--- config.mk ---
export PLATFORM = sky130hd
export DESIGN_NAME = ow_temp_responder
export DESIGN_NICKNAME = d
export VERILOG_FILES = /design/src/rtl/ow_resp_pkg.sv /design/src/rtl/ow_us_tick.sv /design/src/rtl/ow_line_mon.sv /design/src/rtl/ow_resp_ctrl.sv /design/src/rtl/ow_temp_responder.sv
export SDC_FILE = /design/constraint.sdc
export NUM_CORES = 1
export LEC_CHECK = 0
export ABC_AREA = 1
export CAP_MARGIN = 0
export CORE_ASPECT_RATIO = 1.75
export CORE_MARGIN = 3
export CORE_UTILIZATION = 25
export DETAILED_ROUTE_END_ITERATION = 12
export HOLD_SLACK_MARGIN = 0.06
export SETUP_SLACK_MARGIN = 0.15
export SLEW_MARGIN = 20
export SYNTH_ARGS = -nofsm -noshare
export SYNTH_HDL_FRONTEND = slang
export SYNTH_SLANG_ARGS = --single-unit
--- constraint.sdc ---
create_clock -name clk -period 1.6 [get_ports clk]
set_input_delay 0.16 -clock clk [delete_from_list [all_inputs] [get_ports clk]]
set_output_delay 0.16 -clock clk [all_outputs]
set_load 0.005 [all_outputs]
--- src/rtl/ow_resp_pkg.sv ---
// Shared types and command codes for the one-wire responder.
// Assumes: the phase encoding is observed outside the block and must stay fixed.
package ow_resp_pkg;

    typedef enum logic [1:0] {
        PH_IDLE = 2'd0,
        PH_PRES = 2'd1,
        PH_CMD  = 2'd2,
        PH_SEND = 2'd3
    } phase_e;

    typedef enum logic [2:0] {
        S_IDLE,
        S_PWAIT,
        S_PPULL,
        S_ROMCMD,
        S_FNCMD,
        S_SEND
    } resp_st_e;

    localparam logic [7:0] CMD_SKIP_ADDR = 8'hCC;
    localparam logic [7:0] CMD_CONVERT   = 8'h44;
    localparam logic [7:0] CMD_READ_PAD  = 8'hBE;

endpackage

--- src/rtl/ow_us_tick.sv ---
// Microsecond tick generator: emits a one-cycle pulse every CLK_PER_US clocks.
// Assumes: CLK_PER_US >= 1 and the system clock is free-running.
module ow_us_tick #(
    parameter int CLK_PER_US = 50
) (
    input  logic clk,
    input  logic rst_n,
    output logic tick_o
);
    localparam int CW = $clog2(CLK_PER_US + 1);

    logic [CW-1:0] div_q;

    // Divider counter, wrapping at CLK_PER_US-1, with a registered tick.
    always_ff @(posedge clk) begin
        if (!rst_n) begin
            div_q  <= '0;
            tick_o <= 1'b0;
        end else if (div_q == CW'(CLK_PER_US - 1)) begin
            div_q  <= '0;
            tick_o <= 1'b1;
        end else begin
            div_q  <= div_q + 1'b1;
            tick_o <= 1'b0;
        end
    end

    generate
        if (CLK_PER_US > 1) begin : g_spacing
            AST_TICK_SPACING: assert property (@(posedge clk) disable iff (!rst_n)
                tick_o |=> !tick_o);
        end
    endgenerate

endmodule

--- src/rtl/ow_line_mon.sv ---
// Line monitor: synchronises the bus line, flags falling edges and detects a
// bus reset (a low level of RESET_MIN_US or more that ends in a rise).
// Assumes: line_i is asynchronous to clk; us_tick pulses once per microsecond.
module ow_line_mon #(
    parameter int RESET_MIN_US = 480
) (
    input  logic clk,
    input  logic rst_n,
    input  logic us_tick,
    input  logic line_i,
    output logic line_o,
    output logic fall_o,
    output logic reset_o
);
    localparam int LW = $clog2(RESET_MIN_US + 1);

    logic [1:0]    sync_q;
    logic          prev_q;
    logic [LW-1:0] low_us_q;
    logic          rise;

    // Two-stage synchroniser plus a delayed copy for edge detection.
    always_ff @(posedge clk) begin
        if (!rst_n) begin
            sync_q <= 2'b11;
            prev_q <= 1'b1;
        end else begin
            sync_q <= {sync_q[0], line_i};
            prev_q <= sync_q[1];
        end
    end

    assign line_o = sync_q[1];
    assign fall_o = prev_q & ~sync_q[1];
    assign rise   = ~prev_q & sync_q[1];

    // Saturating count of microseconds spent low since the last falling edge.
    always_ff @(posedge clk) begin
        if (!rst_n) begin
            low_us_q <= '0;
        end else if (fall_o) begin
            low_us_q <= '0;
        end else if (us_tick && !line_o && low_us_q != LW'(RESET_MIN_US)) begin
            low_us_q <= low_us_q + 1'b1;
        end
    end

    assign reset_o = rise && (low_us_q == LW'(RESET_MIN_US));

    AST_LOW_SATURATES: assert property (@(posedge clk) disable iff (!rst_n)
        low_us_q <= LW'(RESET_MIN_US));

    AST_RESET_NEEDS_HIGH: assert property (@(posedge clk) disable iff (!rst_n)
        reset_o |=> line_o);

endmodule

--- src/rtl/ow_resp_ctrl.sv ---
// Responder sequencer: presence timing, write-slot sampling, command decode,
// scratch word latch and read-slot bit sending.
// Assumes: line/fall/reset_det come from ow_line_mon; us_tick from ow_us_tick.
module ow_resp_ctrl
    import ow_resp_pkg::*;
#(
    parameter int                PRES_WAIT_US = 30,
    parameter int                PRES_LEN_US  = 120,
    parameter int                SAMPLE_US    = 30,
    parameter int                HOLD_US      = 30,
    parameter int                WORD_W       = 16,
    parameter logic [WORD_W-1:0] RESET_TEMP   = 16'h0550
) (
    input  logic              clk,
    input  logic              rst_n,
    input  logic              us_tick,
    input  logic              line,
    input  logic              fall,
    input  logic              reset_det,
    input  logic [WORD_W-1:0] temp_i,
    output logic              pull_o,
    output logic [1:0]        phase_o
);
    localparam int T1   = (PRES_WAIT_US > PRES_LEN_US) ? PRES_WAIT_US : PRES_LEN_US;
    localparam int T2   = (SAMPLE_US > HOLD_US) ? SAMPLE_US : HOLD_US;
    localparam int TMAX = (T1 > T2) ? T1 : T2;
    localparam int TW   = $clog2(TMAX + 1);
    localparam int BW   = $clog2(WORD_W + 1);

    resp_st_e          st_q;
    logic [TW-1:0]     tmr_q;
    logic [BW-1:0]     bit_q;
    logic [7:0]        rx_q;
    logic              slot_q;
    logic [WORD_W-1:0] pad_q;
    logic [WORD_W-1:0] tx_q;
    logic [7:0]        rx_next;

    assign rx_next = {line, rx_q[7:1]};

    // Main sequencer: a bus reset overrides every state.
    always_ff @(posedge clk) begin
        if (!rst_n) begin
            st_q   <= S_IDLE;
            tmr_q  <= '0;
            bit_q  <= '0;
            rx_q   <= '0;
            slot_q <= 1'b0;
            pad_q  <= RESET_TEMP;
            tx_q   <= '1;
            pull_o <= 1'b0;
        end else if (reset_det) begin
            st_q   <= S_PWAIT;
            tmr_q  <= '0;
            bit_q  <= '0;
            slot_q <= 1'b0;
            pull_o <= 1'b0;
        end else begin
            case (st_q)
                S_IDLE: begin
                    pull_o <= 1'b0;
                    slot_q <= 1'b0;
                end
                S_PWAIT: begin
                    if (us_tick) begin
                        if (tmr_q == TW'(PRES_WAIT_US - 1)) begin
                            st_q   <= S_PPULL;
                            tmr_q  <= '0;
                            pull_o <= 1'b1;
                        end else begin
                            tmr_q <= tmr_q + 1'b1;
                        end
                    end
                end
                S_PPULL: begin
                    if (us_tick) begin
                        if (tmr_q == TW'(PRES_LEN_US - 1)) begin
                            st_q   <= S_ROMCMD;
                            tmr_q  <= '0;
                            bit_q  <= '0;
                            pull_o <= 1'b0;
                        end else begin
                            tmr_q <= tmr_q + 1'b1;
                        end
                    end
                end
                S_ROMCMD, S_FNCMD: begin
                    if (fall) begin
                        slot_q <= 1'b1;
                        tmr_q  <= '0;
                    end else if (slot_q && us_tick) begin
                        if (tmr_q == TW'(SAMPLE_US - 1)) begin
                            slot_q <= 1'b0;
                            rx_q   <= rx_next;
                            if (bit_q == BW'(7)) begin
                                bit_q <= '0;
                                if (st_q == S_ROMCMD) begin
                                    st_q <= (rx_next == CMD_SKIP_ADDR) ? S_FNCMD : S_IDLE;
                                end else if (rx_next == CMD_CONVERT) begin
                                    pad_q <= temp_i;
                                    st_q  <= S_IDLE;
                                end else if (rx_next == CMD_READ_PAD) begin
                                    tx_q <= pad_q;
                                    st_q <= S_SEND;
                                end else begin
                                    st_q <= S_IDLE;
                                end
                            end else begin
                                bit_q <= bit_q + 1'b1;
                            end
                        end else begin
                            tmr_q <= tmr_q + 1'b1;
                        end
                    end
                end
                S_SEND: begin
                    if (fall) begin
                        slot_q <= 1'b1;
                        tmr_q  <= '0;
                        pull_o <= ~tx_q[0];
                    end else if (slot_q && us_tick) begin
                        if (tmr_q == TW'(HOLD_US - 1)) begin
                            slot_q <= 1'b0;
                            pull_o <= 1'b0;
                            tx_q   <= {1'b1, tx_q[WORD_W-1:1]};
                            if (bit_q == BW'(WORD_W - 1)) begin
                                bit_q <= '0;
                                st_q  <= S_IDLE;
                            end else begin
                                bit_q <= bit_q + 1'b1;
                            end
                        end else begin
                            tmr_q <= tmr_q + 1'b1;
                        end
                    end
                end
                default: begin
                    st_q   <= S_IDLE;
                    pull_o <= 1'b0;
                end
            endcase
        end
    end

    // Phase encoding seen at the block edge.
    always_comb begin
        case (st_q)
            S_PWAIT, S_PPULL:  phase_o = PH_PRES;
            S_ROMCMD, S_FNCMD: phase_o = PH_CMD;
            S_SEND:            phase_o = PH_SEND;
            default:           phase_o = PH_IDLE;
        endcase
    end

    AST_IDLE_QUIET: assert property (@(posedge clk) disable iff (!rst_n)
        (st_q == S_IDLE) |-> !pull_o);

    AST_CMD_NO_PULL: assert property (@(posedge clk) disable iff (!rst_n)
        (st_q == S_ROMCMD || st_q == S_FNCMD) |-> !pull_o);

    AST_RESET_TO_PRES: assert property (@(posedge clk) disable iff (!rst_n)
        reset_det |=> (phase_o == PH_PRES) && !pull_o);

    AST_PRES_HELD: assert property (@(posedge clk) disable iff (!rst_n)
        (st_q == S_PPULL) |-> pull_o);

    AST_SEND_HOLD_BOUND: assert property (@(posedge clk) disable iff (!rst_n)
        (pull_o && st_q == S_SEND) |-> (slot_q && tmr_q < TW'(HOLD_US)));

    AST_PAD_ONLY_ON_CMD: assert property (@(posedge clk) disable iff (!rst_n)
        (st_q != S_FNCMD) |=> $stable(pad_q));

endmodule

--- src/rtl/ow_temp_responder.sv ---
// One-wire temperature responder top: ties together the tick divider, the
// line monitor and the sequencer.
// Assumes: the bus line is pulled high outside; pull_low_o drives an open-drain pad.
module ow_temp_responder #(
    parameter int           CLK_PER_US   = 50,
    parameter int           RESET_MIN_US = 480,
    parameter int           PRES_WAIT_US = 30,
    parameter int           PRES_LEN_US  = 120,
    parameter int           SAMPLE_US    = 30,
    parameter int           HOLD_US      = 30,
    parameter logic [15:0]  RESET_TEMP   = 16'h0550
) (
    input  logic        clk,
    input  logic        rst_n,
    input  logic        line_i,
    input  logic [15:0] temp_i,
    output logic        pull_low_o,
    output logic [1:0]  phase_o
);
    logic us_tick;
    logic line_s;
    logic fall;
    logic reset_det;

    ow_us_tick #(.CLK_PER_US(CLK_PER_US)) tick_i (
        .clk    (clk),
        .rst_n  (rst_n),
        .tick_o (us_tick)
    );

    ow_line_mon #(.RESET_MIN_US(RESET_MIN_US)) mon_i (
        .clk     (clk),
        .rst_n   (rst_n),
        .us_tick (us_tick),
        .line_i  (line_i),
        .line_o  (line_s),
        .fall_o  (fall),
        .reset_o (reset_det)
    );

    ow_resp_ctrl #(
        .PRES_WAIT_US (PRES_WAIT_US),
        .PRES_LEN_US  (PRES_LEN_US),
        .SAMPLE_US    (SAMPLE_US),
        .HOLD_US      (HOLD_US),
        .WORD_W       (16),
        .RESET_TEMP   (RESET_TEMP)
    ) ctrl_i (
        .clk       (clk),
        .rst_n     (rst_n),
        .us_tick   (us_tick),
        .line      (line_s),
        .fall      (fall),
        .reset_det (reset_det),
        .temp_i    (temp_i),
        .pull_o    (pull_low_o),
        .phase_o   (phase_o)
    );

endmodule

==> flow_summary.yaml, run 1 <==
route:
  drc_errors: 0
  finalWirelength_mm: 10.8
  antenna_left: 0
  vias: 3851
  post_drt_wl_per_cell_um: 13.1
  drt_iter0_drc: 151
  firstDrtPassIters: 4
  viasPerCell: 4.68
cts:
  cts_hold_buffers: 0
  cts_root_buf: "clkbuf_16"
  clk_pin_slew_ns: 0.06
  clk-insertion-delay-late_ns: 0.34
  clock_sinks: 75
  cts_buffers: 9
  htreeDepth: 3
  cts_buffer_depth: 2
  cts_tree: "built"
cells_and_area:
  final_common_cell: "nand2_1"
  area_growth_syn_to_layout_pct: 49.6
  fill_cells: 1567
  num_antenna_cells: 0
  drive_gt1_share_pct: 35.9
  mostFrequentLayoutCells: "97 x nand2_1, 64 x dfxtp_1, 50 x inv_1"
  num-nets-final: 663
critical_path:
  r2r_cells: 10
  crit_type: "flip-flop to flip-flop"
  r2r-start: "ctrl_i.tmr_q[1]$_SDFFE_PP0P_"
  cp-start-kind: "flip-flop"
  critPathRequiredTime_ns: 1.83
  ff2ff_setup_slack_ns: -0.06
  worstPathMaxFanout: 7
  cp-end-kind: "flip-flop"
  r2r-end: "ctrl_i.rx_q[2]$_SDFFE_PN0P_"
  arrival_ns: 1.89
min_path:
  min_to: "mon_i.sync_q[0]$_SDFF_PN1_"
  hold_path.startpoint: "line_i"
  min_path_type: "input pin to flip-flop"
  hold_path_depth: 2
sta:
  min_period_over_period_pct: 104
  finalClockSkew_ns: 0.00958
  holdWs_ns: 0.384
  timing.setup.tns_ns: -0.396
  final_max_slew_viol_count: 0
  final-setup-viol-count: 14
  period_minus_slack_ns: 1.66
  rsz0062_at_grt: "true"
  tightest_slew_ns: 0.337
  setup_ws_ns: -0.0648
  hold_viol: 0
  maxSlewHeadroom_pct: 77.5
  clock.fmax_mhz: 601
pwr:
  intPower_mw: 3.31
  p_leak_nw: 2.39
  pwr-share-seq_pct: 44.9
  power_switching_uw: 883
  pwr-share-clk_pct: 51.8
  sw_frac_of_total_pct: 21.1
  power_density_nw_per_um2: 732
  p_comb_share_pct: 3.3
  ir_worst_vdd_mv: 0.593
floorplan:
  die_width_um: 99.5
  initial_utilization_pct: 25.7
  die_y_um: 170
  io_pins: 22
  core_um2: 14900
  die_area_um2: 16900
  rows: 59
global_route:
  grt-ovfl-total: 0
  grtUsageTotal_pct: 12.9
  grt_start_max_net_pins: 28
  grt_pass1_wl_mm: 17.5
  first_global_vias: 3756
  antenna_found_initial: 0
synthesis:
  syn-num-nets: 580
  syn_avg_cell_area_um2: 6.93
  netlist_instances: 552
  ys_types: 37
  syn_area_um2: 3830
  ys_seq_area_share_pct: 39.2
  synth-seq-cells: 75
  yosys_warnings: 0
placement:
  dpl.hpwl_mm: 6.84
  finalWeightedCongestion: 0.844
  io_buffers: 21
status:
  violations: "setup timing"
  status: "finished, violations left"
flow_run:
  cap_violations: 0
## worst max path at each step
stage	start	endpoint	slack (ns)	cells past startpoint
floorplan	ctrl_i.bit_q[0]$_SDFFE_PP0P_	ctrl_i.st_q[0]$_SDFFE_PN0P_	0.06	11
global placement	ctrl_i.tmr_q[1]$_SDFFE_PP0P_	ctrl_i.tmr_q[0]$_SDFFE_PP0P_	-0.08	11
detailed placement	ctrl_i.bit_q[1]$_SDFFE_PP0P_	ctrl_i.st_q[0]$_SDFFE_PN0P_	-0.10	11
CTS	ctrl_i.tmr_q[1]$_SDFFE_PP0P_	ctrl_i.rx_q[7]$_SDFFE_PN0P_	-0.02	9
global route	ctrl_i.tmr_q[0]$_SDFFE_PP0P_	ctrl_i.rx_q[2]$_SDFFE_PN0P_	-0.17	9
finish	ctrl_i.tmr_q[1]$_SDFFE_PP0P_	ctrl_i.rx_q[2]$_SDFFE_PN0P_	-0.06	10
## repair_timing
item	4_1_cts	5_1_grt
cloned	7	0
endpoints found under the setup margin	61	65
buffers inserted	16	5
gates resized for setup	100	69
pin swaps	39	27
## cell type report
| cell class | instances | area (µm²) | share of cell area [%] |
|---|---|---|---|
| timing repair inverter | 2 | 15.0 | 0.262 |
| clock buffer | 10 | 229 | 4.00 |
| tap | 183 | 229 | 4.00 |
| timing repair buffer | 80 | 759 | 13.3 |
| inverter | 71 | 300 | 5.24 |
| sequential | 75 | 1520 | 26.6 |
| multi-input combinational | 396 | 2580 | 45.1 |
| clock inverter | 6 | 88.8 | 1.55 |
## cells by family (layout without fill, tap and decap cells)
group,count (synthesis),count (layout),share of synthesized area [%]
AND/OR/NAND/NOR,295,299,35.5
buffers and inverters,85,169,9.03
AO/OA/AOI/OAI,83,83,12.1
flip-flops,75,75,39.2
adder cells (fa/ha/maj),9,9,2.94
XOR/XNOR,5,5,1.14
## registers in the layout, indices dropped and copies added, names as in the netlist
name and flops:
ctrl_i.st_q 3, tick_i.tick_o 1, ctrl_i.tmr_q 7, mon_i.low_us_q 9, ctrl_i.pad_q 16, mon_i.sync_q 2
ctrl_i.pull_o 1, ctrl_i.rx_q 7, mon_i.prev_q 1, ctrl_i.tx_q 16, ctrl_i.slot_q 1, ctrl_i.bit_q 5
tick_i.div_q 6
## power by group through the flow
| stage | Combinational (mW) | Clock (mW) | Sequential, mW |
|---|---|---|---|
| 5_1_grt | 0.152 | 2.30 | 1.88 |
| 3_3_place_gp | 0.121 | 0 | 1.93 |
| 2_1_floorplan | 0.0481 | 0 | 1.92 |
| 6_report | 0.139 | 2.17 | 1.88 |
| 3_5_place_dp | 0.121 | 0 | 1.93 |
| 4_1_cts | 0.133 | 2.21 | 1.88 |
## synthesized netlist by cell type
cell type	instances	share of area, %
nand2_1	130	13
dfxtp_1	75	39
nand3_1	67	8.8
inv_1	60	5.9
nor2_1	53	5.2
a21oi_1	35	4.6
o21ai_0	23	3.0
nor3_1	13	1.7
ha_1	9	2.9
inv_2	9	0.88
o21a_1	9	1.8
clkbuf_1	7	0.69
o21ai_1	7	0.92
nand2_2	5	0.82
a21oi_2	4	0.92
nand2_4	4	1.2
nand3b_1	4	0.78
nand4_1	4	0.65
or2_2	4	0.65
nand3_2	3	0.78
xnor2_1	3	0.69
buf_2	2	0.26
buf_4	2	0.39
buf_6	2	0.59
nor2_4	2	0.59
nor3b_1	2	0.39
o22ai_1	2	0.33
o31ai_1	2	0.39
xor2_1	2	0.46
and2_1	1	0.16
buf_1	1	0.098
clkinv_1	1	0.098
clkinv_2	1	0.13
nor2_8	1	0.52
nor3_4	1	0.43
nor4_1	1	0.16
o21bai_1	1	0.20
## routing by layer
metal | up-vias | track usage, % | routed length [µm] | share of wire, %
met5 | - | 0 | 0 | 0
met4 | 0 | 7.37 | 461 | 4.3
met3 | 31 | 2.22 | 192 | 1.8
met2 | 60 | 24.5 | 6180 | 57
met1 | 1802 | 12.8 | 3980 | 37
li1 | 1958 | - | - | -
## critical path, cell delays in order, from the launching register on
cell and delay [ns]:
dfxtp_2 0.33, inv_2 0.06, ha_4 0.14, nand2_4 0.05, nor2_4 0.10, nand2_4 0.10, nor2_8 0.15, nand4_1 0.22
buf_12 0.22, o21ai_1 0.14, a21oi_2 0.04
## stage by stage
stage	setup slack (ns)	cell area [µm²]	instances	power, mW	utilization (%)
2_1_floorplan	0.0552	3920	552	1.97	-
3_3_place_gp	-0.0845	4560	779	2.05	30.6
3_5_place_dp	-0.101	4560	779	2.05	30.6
4_1_cts	-0.0246	5470	818	4.23	36.7
5_1_grt	-0.170	5730	823	4.33	38.4
6_report	-0.0648	5730	823	4.19	38.4
(Power assumes the default switching activity.)
==> inputs of run 2 (changes only) <==
--- a/config.mk
+++ b/config.mk
@@ -13,7 +13,7 @@
 export DETAILED_ROUTE_END_ITERATION = 12
 export HOLD_SLACK_MARGIN = 0.06
 export SETUP_SLACK_MARGIN = 0.15
-export SLEW_MARGIN = 20
+export SLEW_MARGIN = 15
 export SYNTH_ARGS = -nofsm -noshare
 export SYNTH_HDL_FRONTEND = slang
 export SYNTH_SLANG_ARGS = --single-unit
==> results of run 2 <==
Same layout as run 1: the final DEF is identical, and so are final timing and power.
==> inputs of run 3 (changes only) <==
--- a/config.mk
+++ b/config.mk
@@ -11,6 +11,7 @@
 export CORE_MARGIN = 3
 export CORE_UTILIZATION = 25
 export DETAILED_ROUTE_END_ITERATION = 12
+export DONT_BUFFER_PORTS = 1
 export HOLD_SLACK_MARGIN = 0.06
 export SETUP_SLACK_MARGIN = 0.15
 export SLEW_MARGIN = 15
==> run 3 against run 2 <==
The run still ends with setup timing left. Combinational power down 4%. Design area up 2.1%. Clock power decreased by 2%. Die area did not move. Utilization grew 0.82 points. Register-to-register slack improved by 0.05 ns. Clock skew up 0.0028 ns. Hold slack got worse by 0.30 ns. Final cell count down 0.12%. Via count rose by 0.47%. Sequential share of layout area shrank 0.66 points. Setup slack better by 0.048 ns. Critical path type unchanged.
==> flow_summary.yaml, run 3 (synthesized netlist as in run 1, its figures left out) <==
floorplan:
  die_y_um: 170
  die_width_um: 99.5
  rows: 59
  initial_utilization_pct: 25.7
  die_area_um2: 16900
  io_pins: 22
  core_um2: 14900
route:
  vias: 3869
  firstDrtPassIters: 5
  drc_errors: 0
  finalWirelength_mm: 11.0
  antenna_left: 0
  drt_iter0_drc: 118
  viasPerCell: 4.71
  post_drt_wl_per_cell_um: 13.4
critical_path:
  ff2ff_setup_slack_ns: -0.02
  r2r-start: "ctrl_i.bit_q[0]$_SDFFE_PP0P_"
  r2r_cells: 11
  worstPathMaxFanout: 6
  cp-end-kind: "flip-flop"
  cp-start-kind: "flip-flop"
  r2r-end: "ctrl_i.st_q[2]$_SDFFE_PP0P_"
  critPathRequiredTime_ns: 1.83
  arrival_ns: 1.85
  crit_type: "flip-flop to flip-flop"
global_route:
  grt_start_max_net_pins: 31
  first_global_vias: 3751
  antenna_found_initial: 0
  grt-ovfl-total: 0
  grt_pass1_wl_mm: 17.3
  grtUsageTotal_pct: 12.8
cells_and_area:
  mostFrequentLayoutCells: "106 x nand2_1, 65 x dfxtp_1, 51 x inv_1"
  fill_cells: 1483
  num-nets-final: 662
  final_common_cell: "nand2_1"
  area_growth_syn_to_layout_pct: 52.8
  reg_top3: "ctrl_i.pad_q (16), ctrl_i.tx_q (16), mon_i.low_us_q (9)"
  drive_gt1_share_pct: 38.3
  num_antenna_cells: 0
min_path:
  hold_path.startpoint: "rst_n"
  hold_path_depth: 2
  min_path_type: "input pin to flip-flop"
  min_to: "ctrl_i.tx_q[9]$_SDFFE_PN1P_"
placement:
  io_buffers: 0
  finalWeightedCongestion: 0.820
  dpl.hpwl_mm: 6.88
sta:
  min_period_over_period_pct: 101
  final-setup-viol-count: 3
  final_max_slew_viol_count: 0
  finalClockSkew_ns: 0.0124
  maxSlewHeadroom_pct: 74.7
  holdWs_ns: 0.0812
  hold_viol: 0
  clock.fmax_mhz: 619
  period_minus_slack_ns: 1.62
  rsz0062_at_grt: "true"
  setup_ws_ns: -0.0167
  timing.setup.tns_ns: -0.0222
  tightest_slew_ns: 0.378
cts:
  cts_buffers: 9
  htreeDepth: 3
  clk-insertion-delay-late_ns: 0.35
  clock_sinks: 75
  cts_buffer_depth: 2
  clk_pin_slew_ns: 0.07
  cts_root_buf: "clkbuf_16"
  cts_tree: "built"
pwr:
  power_density_nw_per_um2: 707
  p_leak_nw: 2.42
  ir_worst_vdd_mv: 0.770
  finalPower_mw: 4.13
status:
  violations: "setup timing"
  status: "finished, violations left"
flow_run:
  cap_violations: 0
-- run 3: critical path: stages (launching register included) --
cell and delay [ns]:
dfxtp_2 0.35, ha_4 0.15, nand2_4 0.06, nor2_4 0.13
ha_4 0.14, inv_2 0.03, o21ai_2 0.09, nand2_1 0.07
nor2_2 0.14, nand3_4 0.12, nor2_1 0.14, nor2_1 0.06
-- run 3: what timing repair did --
action / in CTS / in global routing
buffers inserted: 9 / 10
gates cloned: 2 / 3
pin swaps: 31 / 35
endpoints found under the setup margin: 59 / 66
hold buffers: 19 / 0
gates resized for setup: 92 / 83
endpoints found under the hold margin: 45 / 0
-- run 3: worst max path at each step --
stage | slack [ns] | from | depth (start not counted) | to
after floorplan | 0.06 | ctrl_i.bit_q[0]$_SDFFE_PP0P_ | 11 | ctrl_i.st_q[0]$_SDFFE_PN0P_
after global placement | -0.07 | ctrl_i.tmr_q[0]$_SDFFE_PP0P_ | 10 | ctrl_i.tmr_q[6]$_SDFFE_PP0P_
after detailed placement | -0.06 | ctrl_i.bit_q[1]$_SDFFE_PP0P_ | 11 | ctrl_i.st_q[0]$_SDFFE_PN0P_
after CTS | -0.05 | ctrl_i.bit_q[1]$_SDFFE_PP0P_ | 12 | ctrl_i.st_q[2]$_SDFFE_PP0P_
after global routing | -0.12 | ctrl_i.tmr_q[1]$_SDFFE_PP0P_ | 11 | ctrl_i.bit_q[4]$_SDFFE_PP0P_
final | -0.02 | ctrl_i.bit_q[0]$_SDFFE_PP0P_ | 11 | ctrl_i.st_q[2]$_SDFFE_PP0P_
-- run 3: cell type report --
type	instances	area [µm²]	area share, %
flip-flops and latches	75	1520	25.9
well taps	183	229	3.92
clock inverters	7	82.6	1.41
clock buffers	9	225	3.85
inverters	71	294	5.03
multi-input cells	396	2690	46.0
repair buffers	81	811	13.9
-- run 3: stage by stage --
stage,worst slack (ns),std cells,utilization (%),area [µm²]
after CTS,-0.0457,809,36.0,5360
after global placement,-0.0717,763,29.5,4400
final,-0.0167,822,39.2,5850
after global routing,-0.122,822,39.2,5850
after detailed placement,-0.0608,763,29.5,4400
after floorplan,0.0552,552,-,3920
-- run 3: power breakdown --
part           leakage [nW]  internal (mW)  switching, mW
logic                  1.66         0.0618         0.0722
clock network         0.145           1.23          0.886
registers             0.611           1.87        0.00814
-- run 3: layer usage --
metal / share of wire, % / routed length (µm) / up-vias / track usage [%]
met2: 57 / 6280 / 61 / 24.9
met4: 3.1 / 345 / 0 / 6.06
met1: 37 / 4120 / 1817 / 12.6
li1: - / - / 1967 / -
met3: 2.6 / 287 / 24 / 2.80
met5: 0 / 0 / - / 0
